[src/rtl/alu4_pkg.sv]
`timescale 1ns/1ps
package alu4_pkg;

    localparam int DATA_W = 4;
    localparam int OP_W   = 2;
    localparam int VIEW_W = 2;
    localparam int N_OPND = 2;

    typedef logic [DATA_W-1:0] word_t;

    typedef enum logic [OP_W-1:0] {
        OP_ADD = 2'b00,
        OP_SUB = 2'b01,
        OP_SLT = 2'b10,
        OP_AND = 2'b11
    } alu_op_e;

    typedef enum logic [VIEW_W-1:0] {
        VIEW_A    = 2'b00,
        VIEW_B    = 2'b01,
        VIEW_Y    = 2'b10,
        VIEW_ZERO = 2'b11
    } view_e;

    typedef struct packed {
        logic load;
        logic clear;
    } opnd_ctl_t;

    // Unsigned compare yields 1 in the LSB only.
    function automatic word_t slt_u(input word_t a, input word_t b);
        word_t r;
        r = '0;
        r[0] = (a < b);
        return r;
    endfunction

    function automatic word_t alu_eval(input alu_op_e op, input word_t a, input word_t b);
        word_t r;
        unique case (op)
            OP_ADD:  r = a + b;
            OP_SUB:  r = a - b;
            OP_SLT:  r = slt_u(a, b);
            default: r = a & b;
        endcase
        return r;
    endfunction

endpackage

[src/rtl/alu4_opnd_reg.sv]
`timescale 1ns/1ps
module alu4_opnd_reg
    import alu4_pkg::*;
(
    input  logic      clk,
    input  logic      rst,
    input  opnd_ctl_t ctl,
    input  word_t     d,
    output word_t     q
);

    always_ff @(posedge clk) begin
        if (rst || ctl.clear) begin
            q <= '0;
        end else if (ctl.load) begin
            q <= d;
        end
    end

endmodule

[src/rtl/alu4_core.sv]
`timescale 1ns/1ps
module alu4_core
    import alu4_pkg::*;
(
    input  alu_op_e op,
    input  word_t   a,
    input  word_t   b,
    output word_t   y
);

    always_comb begin
        y = alu_eval(op, a, b);
    end

endmodule

[src/rtl/alu4_view_mux.sv]
`timescale 1ns/1ps
module alu4_view_mux
    import alu4_pkg::*;
(
    input  view_e sel,
    input  word_t opnd_a,
    input  word_t opnd_b,
    input  word_t result,
    output word_t dout
);

    always_comb begin
        unique case (sel)
            VIEW_A:  dout = opnd_a;
            VIEW_B:  dout = opnd_b;
            VIEW_Y:  dout = result;
            default: dout = '0;
        endcase
    end

endmodule

[src/rtl/alu4_datapath.sv]
`timescale 1ns/1ps
module alu4_datapath
    import alu4_pkg::*;
(
    input  logic              clk,
    input  logic              rst,
    input  logic [DATA_W-1:0] a_in,
    input  logic [DATA_W-1:0] b_in,
    input  logic              a_load,
    input  logic              a_clear,
    input  logic              b_load,
    input  logic              b_clear,
    input  logic [OP_W-1:0]   op_sel,
    input  logic [VIEW_W-1:0] view_sel,
    output logic [DATA_W-1:0] view_out
);

    word_t     opnd_d [N_OPND];
    word_t     opnd_q [N_OPND];
    opnd_ctl_t opnd_c [N_OPND];

    word_t a_q;
    word_t b_q;
    word_t alu_y;
    word_t y_q;

    assign opnd_d[0] = a_in;
    assign opnd_d[1] = b_in;
    assign opnd_c[0] = '{load: a_load, clear: a_clear};
    assign opnd_c[1] = '{load: b_load, clear: b_clear};

    for (genvar i = 0; i < N_OPND; i++) begin : g_opnd
        alu4_opnd_reg u_reg (
            .clk (clk),
            .rst (rst),
            .ctl (opnd_c[i]),
            .d   (opnd_d[i]),
            .q   (opnd_q[i])
        );
    end

    assign a_q = opnd_q[0];
    assign b_q = opnd_q[1];

    alu4_core u_core (
        .op (alu_op_e'(op_sel)),
        .a  (a_q),
        .b  (b_q),
        .y  (alu_y)
    );

    always_ff @(posedge clk) begin
        if (rst) begin
            y_q <= '0;
        end else begin
            y_q <= alu_y;
        end
    end

    alu4_view_mux u_view (
        .sel    (view_e'(view_sel)),
        .opnd_a (a_q),
        .opnd_b (b_q),
        .result (y_q),
        .dout   (view_out)
    );

endmodule

[config.mk]
export PLATFORM = sky130hd
export DESIGN_NAME = alu4_datapath
export DESIGN_NICKNAME = d
export VERILOG_FILES = /design/src/rtl/alu4_pkg.sv /design/src/rtl/alu4_opnd_reg.sv /design/src/rtl/alu4_core.sv /design/src/rtl/alu4_view_mux.sv /design/src/rtl/alu4_datapath.sv
export SDC_FILE = /design/constraint.sdc
export NUM_CORES = 1
export LEC_CHECK = 0
export BUFFER_PORTS_ARGS = -buffer_cell sky130_fd_sc_hd__buf_2
export CAP_MARGIN = 10
export CORE_MARGIN = 5
export CORE_UTILIZATION = 46
export DETAILED_ROUTE_END_ITERATION = 6
export PLACE_DENSITY = 0.82
export SLEW_MARGIN = 20
export SYNTH_ARGS = -nofsm -noshare
export SYNTH_HDL_FRONTEND = slang
export SYNTH_HIERARCHICAL = 1
export SYNTH_SLANG_ARGS = --single-unit
[constraint.sdc]
create_clock -name clk -period 1.5 [get_ports clk]
set_input_delay 0.3 -clock clk [delete_from_list [all_inputs] [get_ports clk]]
set_output_delay 0.3 -clock clk [all_outputs]
set_load 0.05 [all_outputs]
==> results by group <==
STA
  – Unrepaired setup endpoints after global routing: true
  – Worst slew pin tran: 0.2181 ns
  – Slew Limit Fails: 0
  – Min Tclk post-route: 1.659 ns
  – Fin crit share: 110.6%
  – Hold Fails Final Rpt: 0
  – Final worst slack: -0.1585 ns
  – Max_slew headroom: 85.04%
  – Highest Clock Rate: 0.6029 GHz
  – Skew final: 0.002155 ns
  – Setup-failing EPs final: 5
  – Min Hold Slack: 0.2271 ns

Critical path
  – Slowest cell on the critical path: dfxtp_4
  – CP Data Required Time: 1.66 ns
  – CP max stage delay: approximately 0.39 ns
  – CP Max Fanout: 3
  – Worst Setup Start Kind: register
  – Crit path buffers/inverters: 1
  – CP arrival: 1.82 ns
  – Reg2reg path depth: 8
  – Setup CP Type: register to register
  – Largest delay share family, worst path: adder cells
  – Worst path depth: 8
  – Most frequent cell on the critical path: nor2b_1
  – Worst-path cell chain: inv_4, ha_4, fa_2, nor2b_1, o21ai_1, a22oi_1, mux2i_1, nor2b_1
  – Crit end category: register

Synthesis
  – Commonest cells in the netlist: mux2i_1, dfxtp_1, inv_1
  – Post-synthesis sequential element count: 12
  – Syn nets: approximately 120
  – Post-synth top flop: dfxtp_1
  – Cells after synthesis: around 90
  – Top-count cell post-synth: mux2i_1
  – Mapped Area: approximately 850 sq um
  – Syn Area/Cell: about 9.5 sq um
  – Async set-reset flop share out of synthesis: 0%
  – Number of synthesized flops with an enable pin: 0
  – Ranking of synthesized cells by area: dfxtp_1, mux2i_1, ha_1
  – Post-synthesis sequential area ratio: 28.32%
  – Post-synth top area share: 28.32%
  – Unique masters post-synth: 27
  – Ys Warns: 6
  – Dominant cell type by area after synthesis: dfxtp_1

Global routing
  – Total Routing Usage GR: 18.53%
  – Initial antenna violation count: 0
  – Largest net degree at the start of global routing: 13
  – Global-route wire length before repair: about 3.6 mm
  – Vias in the first global route: between 800 and 900
  – GRT overflow: 0

Placement
  – Count of input and output buffers: 21
  – Dpl hpwl: 1.714 mm
  – Placed Cells: between 100 and 150
  – Routability cong.: 0.8084

Finish
  – Diodes inserted: 0
  – Register Area: 259.0 sq um
  – Area grow syn2layout: 47.35%
  – Fin nets: 149
  – Finished Layout Cells: ~150
  – Share of cells above drive strength 1: approximately 53%
  – Filler Cells Inserted: 120
  – Multi-input gate area: around 670 sq um

Status
  – Failing checks: negative setup slack
  – Status: finished with violations

Power
  – Power Density: 638.3 nW/um^2
  – Reg power frac: between 40% and 50%
  – Peak supply drop: 0.0005294 V
  – Leakage: roughly 0.53 nW
  – Switching pwr: between 0.0002 and 0.00025 W
  – Sw Share: about 29%
  – Combinational share of power: 25.0%
  – Clock share of power: 32.6%
  – Pint: 0.0005699 W

Routing
  – DR vias: 779
  – DRC Markers: 0
  – Starting DRC count in detailed routing: 9
  – Max Used Layer: met4
  – WL per Instance: 16.69 um
  – DR WL met2: 1.304 mm
  – Vias per cell: 5.372
  – M1 WL: 929 um
  – Met3 wire len: 126 um
  – Final WL: around 2.4 mm
  – Antenna Nets Post-Route: 0
  – Drt pass-1 iters: 4

Die
  – Die area: 2803 sq um
  – Io pins: 22
  – # rows: 15
  – Initial Utilization: just under 50%
  – Die extent in x: between 50 and 60 um
  – Core area: about 1700 sq um
  – Die height: 52.95 um

Clocking
  – Reg clk slew, reported paths: 0.08 ns
  – Hold-fix buffers, CTS: 0
  – CTS Buffer Depth: 2
  – CTS tree: yes
  – TritonCTS buffer count: 3
  – Worst-Skew Late Latency: approximately 0.27 ns
  – CTS Root Cell: clkbuf_4
  – TritonCTS sink count: 12
  – H-tree depth: 1

Hold path
  – Min-Delay Path Class: primary input to register
  – Hold Path Cell Cnt: 2

Flow run
  – Max-Cap Viols: 0
## final cells by class
cell class | count | share of cell area, %
multi-input cells | 63 | 53.35
flip-flops and latches | 12 | 20.72
repair buffers | 32 | 17.62
clock buffers | 4 | 2.903
inverters | 9 | 2.903
well taps | 25 | 2.503
## sequential cells by signal, summed over array words and instances, names as in the netlist
signal and count:
g_opnd.u_reg/q 8, y_q 4
## power by group through the flow
| stage | Clock, W | Sequential, W | Combinational (W) |
|---|---|---|---|
| floorplan | 0 | 0.000345 | 0.000108 |
| global placement | 0 | 0.000345 | 0.000160 |
| detailed placement | 0 | 0.000346 | 0.000168 |
| CTS | 0.000268 | 0.000339 | 0.000179 |
| global route | 0.000289 | 0.000339 | 0.000213 |
| finish | 0.000260 | 0.000338 | 0.000200 |
## per-stage QoR
step | util, % | total power [W] | worst slack, ns | cell area, sq um | setup TNS (ns)
finish | 71.61 | 0.0007979 | -0.1585 | 1250 | -0.4314
global route | 71.61 | 0.0008418 | -0.1830 | 1250 | -0.6771
CTS | 66.74 | 0.0007862 | -0.1167 | 1165 | -0.2505
detailed placement | 60.43 | 0.0005141 | -0.1790 | 1055 | -0.4470
global placement | 60.43 | 0.0005055 | -0.1021 | 1055 | -0.2063
floorplan | - | 0.0004538 | -0.04246 | 880.8 | -0.06034
## routing by layer
metal | vias to the layer above | global-route usage, %
met1 | 371 | 17.98
met3 | 8 | 6.479
met4 | 0 | 7.660
met2 | 28 | 34.92
met5 | - | 0
li1 | 372 | -
## worst register-to-register path: cells and delay by family, from the launching register on
kind,cells,cell delay (ns)
flip-flops,1,0.39
adder cells (fa/ha/maj),2,0.50
multiplexers,1,0.11
AO/OA/AOI/OAI,2,0.26
buffers and inverters,1,0.04
AND/OR/NAND/NOR,2,0.26
## repair_timing
action	in CTS	in global routing
gates cloned	0	0
pin swaps	7	14
resized for setup	22	17
endpoints found under the hold margin	0	0
setup endpoints to repair	8	8
setup buffers	0	2
## layout by cell type, fill, tap and decap left out, drive strengths merged
master	instances
o211ai	1
nor2	1
a22oi	1
inv	9
buf	32
a21oi	2
ha	8
nor3	9
or2	1
dfxtp	12
o21ai	3
nand4bb	1
clkbuf	4
fa	2
nor3b	1
nand3	3
nor2b	7
o2bb2ai	4
nand3b	1
mux2i	15
nand2	1
xnor2	2
## final timing paths
path,startpoint,to,slack (ns)
setup / recovery,g_opnd[0].u_reg/q[0]$_SDFFE_PP0P_,y_q[0]$_SDFF_PP0_,-0.16
hold reg to reg,g_opnd[0].u_reg/q[3]$_SDFFE_PP0P_,g_opnd[0].u_reg/q[3]$_SDFFE_PP0P_,0.57
hold / removal,b_clear,g_opnd[1].u_reg/q[2]$_SDFFE_PP0P_,0.23
setup reg to reg,g_opnd[0].u_reg/q[0]$_SDFFE_PP0P_,y_q[0]$_SDFF_PP0_,-0.16
## kinds of logic (layout without fill, tap and decap cells)
logic type,count (synthesis),in the layout,share of synthesized area (%)
buffers and inverters,14,45,7.521
adder cells (fa/ha/maj),10,10,16.52
XOR/XNOR,2,2,2.065
AND/OR/NAND/NOR,25,25,18.44
flip-flops,12,12,28.32
AO/OA/AOI/OAI,11,11,9.439
multiplexers,15,15,17.70
Note: power is estimated with default switching activity, not from simulation.
